==> src/rtl/cam_sync_irq_pkg.sv <==
package cam_sync_irq_pkg;

  localparam int MODE_W = 2;
  localparam int ADDR_W = 2;

  typedef enum logic [MODE_W-1:0] {
    DET_H_FALL = 2'd0,
    DET_H_RISE = 2'd1,
    DET_V_FALL = 2'd2,
    DET_V_RISE = 2'd3
  } det_mode_e;

  typedef enum logic [ADDR_W-1:0] {
    REG_MODE   = 2'd0,
    REG_ENABLE = 2'd1,
    REG_CLEAR  = 2'd2,
    REG_NONE   = 2'd3
  } reg_addr_e;

  // mode bit 1 picks the line, mode bit 0 picks the rising polarity
  function automatic logic mode_uses_vsync(input det_mode_e m);
    return m[1];
  endfunction

  function automatic logic mode_wants_rise(input det_mode_e m);
    return m[0];
  endfunction

endpackage

==> src/rtl/cam_sync_stage.sv <==
module cam_sync_stage #(
  parameter int WIDTH  = 2,
  parameter int STAGES = 2
) (
  input  logic             clk,
  input  logic             rst,
  input  logic [WIDTH-1:0] d,
  output logic [WIDTH-1:0] q
);

  logic [WIDTH-1:0] chain [STAGES];

  for (genvar g = 0; g < STAGES; g++) begin : g_stage
    if (g == 0) begin : g_first
      always_ff @(posedge clk) begin
        if (rst) chain[g] <= '0;
        else     chain[g] <= d;
      end
    end else begin : g_next
      always_ff @(posedge clk) begin
        if (rst) chain[g] <= '0;
        else     chain[g] <= chain[g-1];
      end
    end
  end

  assign q = chain[STAGES-1];

endmodule

==> src/rtl/cam_sync_edge_sel.sv <==
module cam_sync_edge_sel
  import cam_sync_irq_pkg::*;
#(
  parameter int STAGES = 2
) (
  input  logic      clk,
  input  logic      rst,
  input  logic      hs_s,
  input  logic      vs_s,
  input  det_mode_e mode,
  output logic      evt
);

  localparam int WARM_MAX = STAGES + 1;
  localparam int WARM_W   = $clog2(WARM_MAX + 1);

  logic              sel_now;
  logic              sel_prev;
  det_mode_e         mode_last;
  logic              mode_chg;
  logic [WARM_W-1:0] warm_cnt;
  logic              armed;

  assign sel_now  = mode_uses_vsync(mode) ? vs_s : hs_s;
  assign mode_chg = (mode != mode_last);
  assign armed    = (warm_cnt == WARM_W'(WARM_MAX));

  always_ff @(posedge clk) begin
    if (rst) begin
      sel_prev  <= 1'b0;
      mode_last <= DET_H_FALL;
      warm_cnt  <= '0;
    end else begin
      sel_prev  <= sel_now;
      mode_last <= mode;
      if (!armed) warm_cnt <= warm_cnt + 1'b1;
    end
  end

  always_comb begin
    evt = 1'b0;
    if (armed && !mode_chg && (sel_now != sel_prev))
      evt = (sel_now == mode_wants_rise(mode));
  end

endmodule

==> src/rtl/cam_irq_regs.sv <==
module cam_irq_regs
  import cam_sync_irq_pkg::*;
#(
  parameter int NUM_SRC = 32,
  parameter int DW      = 32
) (
  input  logic               clk,
  input  logic               rst,
  input  logic               reg_wr,
  input  logic [ADDR_W-1:0]  reg_addr,
  input  logic [DW-1:0]      reg_wdata,
  input  logic [NUM_SRC-1:0] set_vec,
  output logic [NUM_SRC-1:0] status,
  output logic [NUM_SRC-1:0] enable,
  output det_mode_e          mode,
  output logic               irq
);

  logic [NUM_SRC-1:0] clr_mask;
  logic [NUM_SRC-1:0] status_n;
  logic               wr_mode;
  logic               wr_en;

  assign wr_mode  = reg_wr && (reg_addr == REG_MODE);
  assign wr_en    = reg_wr && (reg_addr == REG_ENABLE);
  assign clr_mask = (reg_wr && (reg_addr == REG_CLEAR)) ? reg_wdata[NUM_SRC-1:0] : '0;
  assign status_n = (status & ~clr_mask) | set_vec;

  always_ff @(posedge clk) begin
    if (rst) begin
      status <= '0;
      enable <= '0;
      mode   <= DET_H_FALL;
      irq    <= 1'b0;
    end else begin
      status <= status_n;
      if (wr_en)   enable <= reg_wdata[NUM_SRC-1:0];
      if (wr_mode) mode   <= det_mode_e'(reg_wdata[MODE_W-1:0]);
      irq <= |(status & enable);
    end
  end

endmodule

==> src/rtl/cam_sync_irq.sv <==
module cam_sync_irq
  import cam_sync_irq_pkg::*;
#(
  parameter int NUM_SRC = 32,
  parameter int DW      = 32,
  parameter int STAGES  = 2
) (
  input  logic               clk,
  input  logic               rst,
  input  logic               hsync_in,
  input  logic               vsync_in,
  input  logic [NUM_SRC-2:0] src_evt,
  input  logic               reg_wr,
  input  logic [1:0]         reg_addr,
  input  logic [DW-1:0]      reg_wdata,
  output logic [NUM_SRC-1:0] status_o,
  output logic [NUM_SRC-1:0] enable_o,
  output logic [1:0]         mode_o,
  output logic               irq_o
);

  logic [1:0] sync_q;
  logic       hs_s;
  logic       vs_s;
  logic       sync_evt;
  det_mode_e  mode_q;

  cam_sync_stage #(.WIDTH(2), .STAGES(STAGES)) u_sync (
    .clk (clk),
    .rst (rst),
    .d   ({vsync_in, hsync_in}),
    .q   (sync_q)
  );

  assign hs_s = sync_q[0];
  assign vs_s = sync_q[1];

  cam_sync_edge_sel #(.STAGES(STAGES)) u_edge (
    .clk  (clk),
    .rst  (rst),
    .hs_s (hs_s),
    .vs_s (vs_s),
    .mode (mode_q),
    .evt  (sync_evt)
  );

  cam_irq_regs #(.NUM_SRC(NUM_SRC), .DW(DW)) u_regs (
    .clk       (clk),
    .rst       (rst),
    .reg_wr    (reg_wr),
    .reg_addr  (reg_addr),
    .reg_wdata (reg_wdata),
    .set_vec   ({sync_evt, src_evt}),
    .status    (status_o),
    .enable    (enable_o),
    .mode      (mode_q),
    .irq       (irq_o)
  );

  assign mode_o = mode_q;

endmodule

==> config.mk <==
export PLATFORM = sky130hd
export DESIGN_NAME = cam_sync_irq
export DESIGN_NICKNAME = d
export VERILOG_FILES = /design/src/rtl/cam_sync_irq_pkg.sv /design/src/rtl/cam_sync_stage.sv /design/src/rtl/cam_sync_edge_sel.sv /design/src/rtl/cam_irq_regs.sv /design/src/rtl/cam_sync_irq.sv
export SDC_FILE = /design/constraint.sdc
export NUM_CORES = 1
export LEC_CHECK = 0
export BUFFER_PORTS_ARGS = -buffer_cell sky130_fd_sc_hd__buf_2
export CORE_MARGIN = 8
export CORE_UTILIZATION = 47
export CTS_BUF_LIST = sky130_fd_sc_hd__clkbuf_4 sky130_fd_sc_hd__clkbuf_8
export CTS_CLUSTER_SIZE = 40
export DETAILED_ROUTE_END_ITERATION = 6
export PLACE_DENSITY = 0.78
export REMOVE_ABC_BUFFERS = 1
export SLEW_MARGIN = 20
export SYNTH_ARGS = -nofsm -noshare
export SYNTH_HDL_FRONTEND = slang
export SYNTH_SLANG_ARGS = --single-unit
==> constraint.sdc <==
create_clock -name clk -period 1.5 [get_ports clk]
set_clock_uncertainty 0.1 [all_clocks]
set_input_delay 0.3 -clock clk [delete_from_list [all_inputs] [get_ports clk]]
set_output_delay 0.3 -clock clk [all_outputs]
set_load 0.02 [all_outputs]
Yosys cells after proc, flatten, opt, wreduce, memory -nomap -nowiden. Memories as Yosys holds them, arrays and structs flattened. Cells that the tools add are included.

Register bits after elaboration: 72. Input port bits: 70. Memory bits (writable): 4. Memories kept: 1.

Memories: u_sync.chain (depth 2, width 2, rd ports 2, clocked after Yosys merged registers in 0, wr ports 2, line cam_sync_stage.sv:11) `logic [WIDTH-1:0] chain [STAGES];`.

Reduce and logical (&&, ||, !) cells: 8. Multiplexer cells: 8. Bitwise gates (word level): 6. Eq/ne operators: 6. Add/sub/neg operators: 1.

Operators with widths (count): $and A32 B32 Y32 (2); $mux W32 (1); $not A32 Y32 (1); $or A32 B32 Y32 (1); $reduce_or A32 Y1 (1); $logic_and A1 B1 Y1 (5); $mux W1 (5); $eq A2 B2 Y1 const B (2); $mux W2 (2); $add A2 B1 Y2 const B (1); $eq A2 B1 Y1 const B (1); $logic_not A2 Y1 (1); $ne A2 B2 Y1 (1); $or A1 B1 Y1 (2); $eq A1 B1 Y1 (1); $logic_not A1 Y1 (1); $ne A1 B1 Y1 (1).

Logic depth before layout (Yosys ltp).
Word-level depth: 6. Mapped depth: 6.

Modules after synthesis. Synthesis repeated with hierarchy kept, for this count alone.

Cells, all modules: 342. Area, all modules: 2980.4 um^2.

By module, submodules not included: cam_irq_regs (times used 1, area each 2653.8 um^2, cells an instance 313); cam_sync_edge_sel (times used 1, area each 221.5 um^2, cells an instance 21); cam_sync_stage (times used 1, area each 105.1 um^2, cells an instance 8).

Worst setup path before layout. No wires, ideal clock.

Path type: register to register. From: register u_regs.mode[1]. To: register u_regs.status[31]. Cell stages (with the launch flop): 5. Arrival: 1.067 ns. Buffers on the path: 0. Setup slack: 0.201 ns. Path through: dfxtp_1 > mux2i_1 > nor3_1 > o211ai_1 > a21oi_1.

Cells in the longest elaborated chain, start to end: 6.

Ends and longest elaborated chain: from (decl) (line cam_irq_regs.sv:15) `output det_mode_e mode,`; from (signal assigned) (line cam_irq_regs.sv:38) `if (wr_mode) mode <= det_mode_e'(reg_wdata[MODE_W-1:0]);`; $ne A2 B2 Y1 (line cam_sync_edge_sel.sv:25) `assign mode_chg = (mode != mode_last);`; $logic_not A1 Y1 (line cam_sync_edge_sel.sv:42) `if (armed && !mode_chg && (sel_now != sel_prev))`; $logic_and A1 B1 Y1 (2 in series) (line cam_sync_edge_sel.sv:42); $mux W1 (*) (line cam_sync_edge_sel.sv:42); $or A32 B32 Y32 (*) (line cam_irq_regs.sv:27) `assign status_n = (status & ~clr_mask) | set_vec;`; to (signal assigned) (line cam_irq_regs.sv:36) `status <= status_n;`; to (decl) (line cam_irq_regs.sv:13) `output logic [NUM_SRC-1:0] status,`.

Mark *: on every way between the ends. The rest lies on a longest branch, timed or not. A chain may end at the register's enable or synchronous reset.

Worst setup path in the final report.
From: register u_regs.mode[1]. To: output port mode_o[1].

RTL lines: to (decl) (line cam_sync_irq.sv:18) `output logic [1:0] mode_o,`.

No word-level cell between the ends.

==> metrics.txt <==
# TYPE chip_impl_metric gauge
chip_impl_info{name="end_of_the_worst_register_to_register_path",value="u_regs.irq"} 1
chip_impl_metric{name="drt_iter0_markers",unit=""} 125
chip_impl_metric{name="synthCells",unit=""} 336
chip_impl_metric{name="drv.max_cap_violation_count",unit=""} 0
chip_impl_metric{name="tightestPinTransition",unit="ns"} 0.451
chip_impl_metric{name="antenna_cells",unit=""} 0
chip_impl_metric{name="global_route_wire_length_before_repair",unit="µm"} 12600
chip_impl_metric{name="power.ir.vdd_worst",unit="µV"} 886
chip_impl_metric{name="synthesized_area_fraction_occupied_by_xor_and_xnor_cells",unit=""} 0.00625
chip_impl_metric{name="finalSetupTns",unit="ns"} 0
chip_impl_info{name="rsz0062_at_grt",value="no"} 1
chip_impl_metric{name="timing.final.ws_setup",unit="ns"} 0.130
chip_impl_info{name="hold_class",value="input pin to flop"} 1
chip_impl_metric{name="floorplan.die.width",unit="µm"} 93.2
chip_impl_metric{name="total_power",unit="mW"} 4.31
chip_impl_metric{name="boundaryPins",unit=""} 137
chip_impl_metric{name="power.density_cell_area",unit="mW/mm²"} 1160
chip_impl_info{name="tritoncts",value="yes"} 1
chip_impl_metric{name="fmaxAchievable",unit="GHz"} 0.730
chip_impl_metric{name="min_delay_path_depth",unit=""} 3
chip_impl_metric{name="clock_network_latency_to_the_later_pin_of_the_worst_skew_pair",unit="ns"} 0.33
chip_impl_info{name="synth_top_family_by_area",value="simple AND/OR/NAND/NOR gates"} 1
chip_impl_metric{name="vias_post_dr",unit=""} 2768
chip_impl_metric{name="flops_latches_synth",unit=""} 76
chip_impl_metric{name="globalRouteOverflowTotal",unit=""} 0
chip_impl_metric{name="routabilityCongestion",unit=""} 0.779
chip_impl_metric{name="grt_max_degree",unit=""} 77
chip_impl_metric{name="finalCritPeriodShare",unit=""} 0.913
chip_impl_info{name="outcome",value="finished, final reports clean"} 1
chip_impl_metric{name="numCtsBuffers",unit=""} 9
chip_impl_metric{name="syn2layout_area_growth",unit="%"} 32.6
chip_impl_metric{name="portBuffers",unit=""} 136
chip_impl_metric{name="globalRouteTotalUtil",unit=""} 0.178
chip_impl_metric{name="worst_ep_arrival_time",unit="ns"} 0.97
chip_impl_metric{name="muxShareOfSynthArea",unit=""} 0.0143
chip_impl_metric{name="post_synth_fa_ha_maj_area_fraction",unit=""} 0.00447
chip_impl_metric{name="initial_core_utilization",unit=""} 0.479
chip_impl_metric{name="ys.warnings.count",unit=""} 0
chip_impl_metric{name="route.detailed.vias_per_inst",unit=""} 5.05
chip_impl_metric{name="design.die.area",unit="mm²"} 0.00869
chip_impl_metric{name="die_h",unit="µm"} 93.2
chip_impl_metric{name="grt_pass1_vias",unit=""} 2770
chip_impl_metric{name="ys_seq_area_frac",unit=""} 0.543
chip_impl_metric{name="cts_max_path_buffers",unit=""} 2
chip_impl_metric{name="multi_input_area",unit="mm²"} 0.00115
chip_impl_info{name="worst_r2r_startpoint",value="u_regs.status[21]"} 1
chip_impl_metric{name="core_area",unit="mm²"} 0.00585
chip_impl_metric{name="post-dp-hpwl",unit="µm"} 5730
chip_impl_info{name="cts_root_buf",value="sky130_fd_sc_hd__clkbuf_8"} 1
chip_impl_metric{name="synth-compound-area-share",unit=""} 0.161
chip_impl_info{name="worst_hold_startpoint",value="src_evt[1]"} 1
chip_impl_metric{name="cellLeakagePower",unit="nW"} 1.70
chip_impl_metric{name="cts.sinks",unit=""} 76
chip_impl_metric{name="cp_max_fo",unit=""} 4
chip_impl_metric{name="syn_avg_cell_area",unit="µm²"} 8.34
chip_impl_metric{name="timing.final.crit_period",unit="ns"} 1.37
chip_impl_info{name="critical_path.startpoint_type",value="flop"} 1
chip_impl_metric{name="detail-route-antenna-nets",unit=""} 0
chip_impl_metric{name="hold_ws",unit="ns"} 0.0718
chip_impl_metric{name="critical_path_required",unit="ns"} 1.10
chip_impl_metric{name="fill_cells",unit=""} 531
chip_impl_metric{name="ctsHoldBuffers",unit=""} 0
chip_impl_metric{name="cts.reportedPaths.clkPinSlew",unit="ns"} 0.07
chip_impl_info{name="criticalPathCategory",value="flop to primary output"} 1
chip_impl_metric{name="worstRegToRegCells",unit=""} 4
chip_impl_metric{name="yosys.cell_types.count",unit=""} 24
chip_impl_metric{name="synth_area",unit="mm²"} 0.00280
chip_impl_metric{name="hold_viol_final",unit=""} 0
chip_impl_metric{name="maximum_level_of_the_cts_h_tree",unit=""} 3
chip_impl_metric{name="finalMaxSlewViolations",unit=""} 0
chip_impl_metric{name="post_cts_buffers",unit=""} 0
chip_impl_metric{name="grt_antenna_before_repair",unit=""} 0
chip_impl_metric{name="timing.slew.headroom",unit=""} 0.699
chip_impl_metric{name="finalSetupViolCount",unit=""} 0
chip_impl_metric{name="synth-simple-area-share",unit=""} 0.224
chip_impl_metric{name="drive_gt1_frac",unit=""} 0.336
chip_impl_metric{name="reg2reg_setup_slack",unit="ns"} 0.22
chip_impl_metric{name="row_count",unit=""} 28
chip_impl_info{name="hold_end",value="u_regs.status[1]"} 1
chip_impl_metric{name="final_nets",unit=""} 540
chip_impl_metric{name="first_pass_iters",unit=""} 4
chip_impl_metric{name="drt_drc_violations_left",unit=""} 0
chip_impl_metric{name="detail_route.wl_per_cell",unit="µm"} 14.2
chip_impl_metric{name="register_area",unit="mm²"} 0.00152
chip_impl_metric{name="place_ws",unit="ns"} 0.0600
chip_impl_metric{name="post_cts.resized_instances",unit=""} 0
chip_impl_metric{name="finalWirelength",unit="µm"} 7780
chip_impl_info{name="critical_path.endpoint_type",value="primary output"} 1
## per-stage QoR
step,instances,area (µm²),utilization
6_report,548,3720,0.635
5_1_grt,548,3720,0.635
4_1_cts,548,3720,0.635
3_5_place_dp,533,3520,0.602
3_3_place_gp,533,3520,0.602
2_1_floorplan,317,2670,-
## logic make-up after synthesis
| group | after synthesis |
|---|---|
| buf+inv | 19 |
| xor+xnor | 2 |
| fa+ha+maj | 1 |
| simple gates | 153 |
| flops | 76 |
| compound gates | 81 |
| mux | 4 |
## layout make-up
cell class	instances	share of cell area
sequential	76	0.409
multi-input combinational	241	0.309
timing repair buffer	141	0.203
clock buffer	13	0.0431
tap	75	0.0253
clock inverter	2	0.00943
## registers in the layout, summed over array words and instances, names as in the netlist
register and flops:
u_edge.warm_cnt 2, u_regs.status 32, u_edge.sel_prev 1, u_regs.irq 1
u_sync.chain 4, u_regs.mode 2, u_edge.mode_last 2, u_regs.enable 32
## how the worst max path moves through the flow
| stage | to | slack (ns) | depth (start not counted) | start |
|---|---|---|---|---|
| floorplan | u_regs.status[0] | -0.01 | 4 | reg_addr[0] |
| global placement | u_regs.status[8] | 0.15 | 6 | reg_addr[0] |
| detailed placement | u_regs.status[9] | 0.06 | 6 | reg_addr[0] |
| CTS | mode_o[1] | 0.10 | 2 | u_regs.mode[1] |
| global route | u_regs.irq | 0.04 | 4 | u_regs.status[21] |
| finish | mode_o[1] | 0.13 | 2 | u_regs.mode[1] |
## per-layer routing
metal / vias to the layer above / routed length, µm / global-route usage
li1: 1388 / - / -
met1: 1281 / 3180 / 0.205
met2: 90 / 3920 / 0.302
met3: 9 / 588 / 0.0497
met4: 0 / 91 / 0.0765
met5: - / 0 / 0
## worst max-delay path, cell delays in order (launching register included)
cell and delay, ns:
sky130_fd_sc_hd__dfxtp_1 0.35, sky130_fd_sc_hd__buf_4 0.14, sky130_fd_sc_hd__buf_2 0.16
## placed cells by master (no fill, tap or decap)
cell type and count:
sky130_fd_sc_hd__a21oi_2 1, sky130_fd_sc_hd__a21oi_1 63, sky130_fd_sc_hd__clkbuf_8 10, sky130_fd_sc_hd__clkinv_2 1, sky130_fd_sc_hd__ha_1 1, sky130_fd_sc_hd__xnor2_1 1
sky130_fd_sc_hd__nor2_1 37, sky130_fd_sc_hd__buf_12 3, sky130_fd_sc_hd__clkbuf_4 3, sky130_fd_sc_hd__nand2_2 1, sky130_fd_sc_hd__o211ai_1 1, sky130_fd_sc_hd__buf_2 136
sky130_fd_sc_hd__mux2i_1 4, sky130_fd_sc_hd__and3_1 1, sky130_fd_sc_hd__a22oi_1 16, sky130_fd_sc_hd__and3b_1 2, sky130_fd_sc_hd__nand3b_1 1, sky130_fd_sc_hd__nand4_1 4
sky130_fd_sc_hd__nor3b_1 1, sky130_fd_sc_hd__nor2_2 1, sky130_fd_sc_hd__nor4_1 1, sky130_fd_sc_hd__nor3_1 1, sky130_fd_sc_hd__buf_4 2, sky130_fd_sc_hd__bufinv_16 1
sky130_fd_sc_hd__dfxtp_1 76, sky130_fd_sc_hd__nand2_1 97, sky130_fd_sc_hd__xor2_1 1, sky130_fd_sc_hd__nor2b_1 6
## power by group
group	leakage [nW]	total, mW	switching (mW)	internal [mW]
clock	0.104	1.53	0.670	0.860
sequential	0.627	2.21	0.0800	2.13
combinational	0.970	0.572	0.340	0.232
total	1.70	4.31	1.09	3.22
## cell usage after synthesis
library cell	n	area (µm²)
sky130_fd_sc_hd__a22oi_1	16	120
sky130_fd_sc_hd__clkbuf_1	7	26.3
sky130_fd_sc_hd__nor2_1	37	139
sky130_fd_sc_hd__nor2_2	1	6.26
sky130_fd_sc_hd__xnor2_1	1	8.76
sky130_fd_sc_hd__and3_1	1	6.26
sky130_fd_sc_hd__nand3b_1	1	7.51
sky130_fd_sc_hd__mux2i_1	4	40.0
sky130_fd_sc_hd__nor2b_1	6	37.5
sky130_fd_sc_hd__dfxtp_1	76	1520
sky130_fd_sc_hd__a21oi_2	1	8.76
sky130_fd_sc_hd__nand2_1	97	364
sky130_fd_sc_hd__xor2_1	1	8.76
sky130_fd_sc_hd__nor4_1	1	6.26
sky130_fd_sc_hd__nor3_1	1	5.00
sky130_fd_sc_hd__a21oi_1	63	315
sky130_fd_sc_hd__ha_1	1	12.5
sky130_fd_sc_hd__buf_6	7	78.8
sky130_fd_sc_hd__nor3b_1	1	7.51
sky130_fd_sc_hd__o211ai_1	1	7.51
sky130_fd_sc_hd__nand4_1	4	25.0
sky130_fd_sc_hd__and3b_1	2	17.5
sky130_fd_sc_hd__nand2_2	1	6.26
sky130_fd_sc_hd__buf_2	5	25.0
Note: power is estimated with default switching activity, not from simulation.
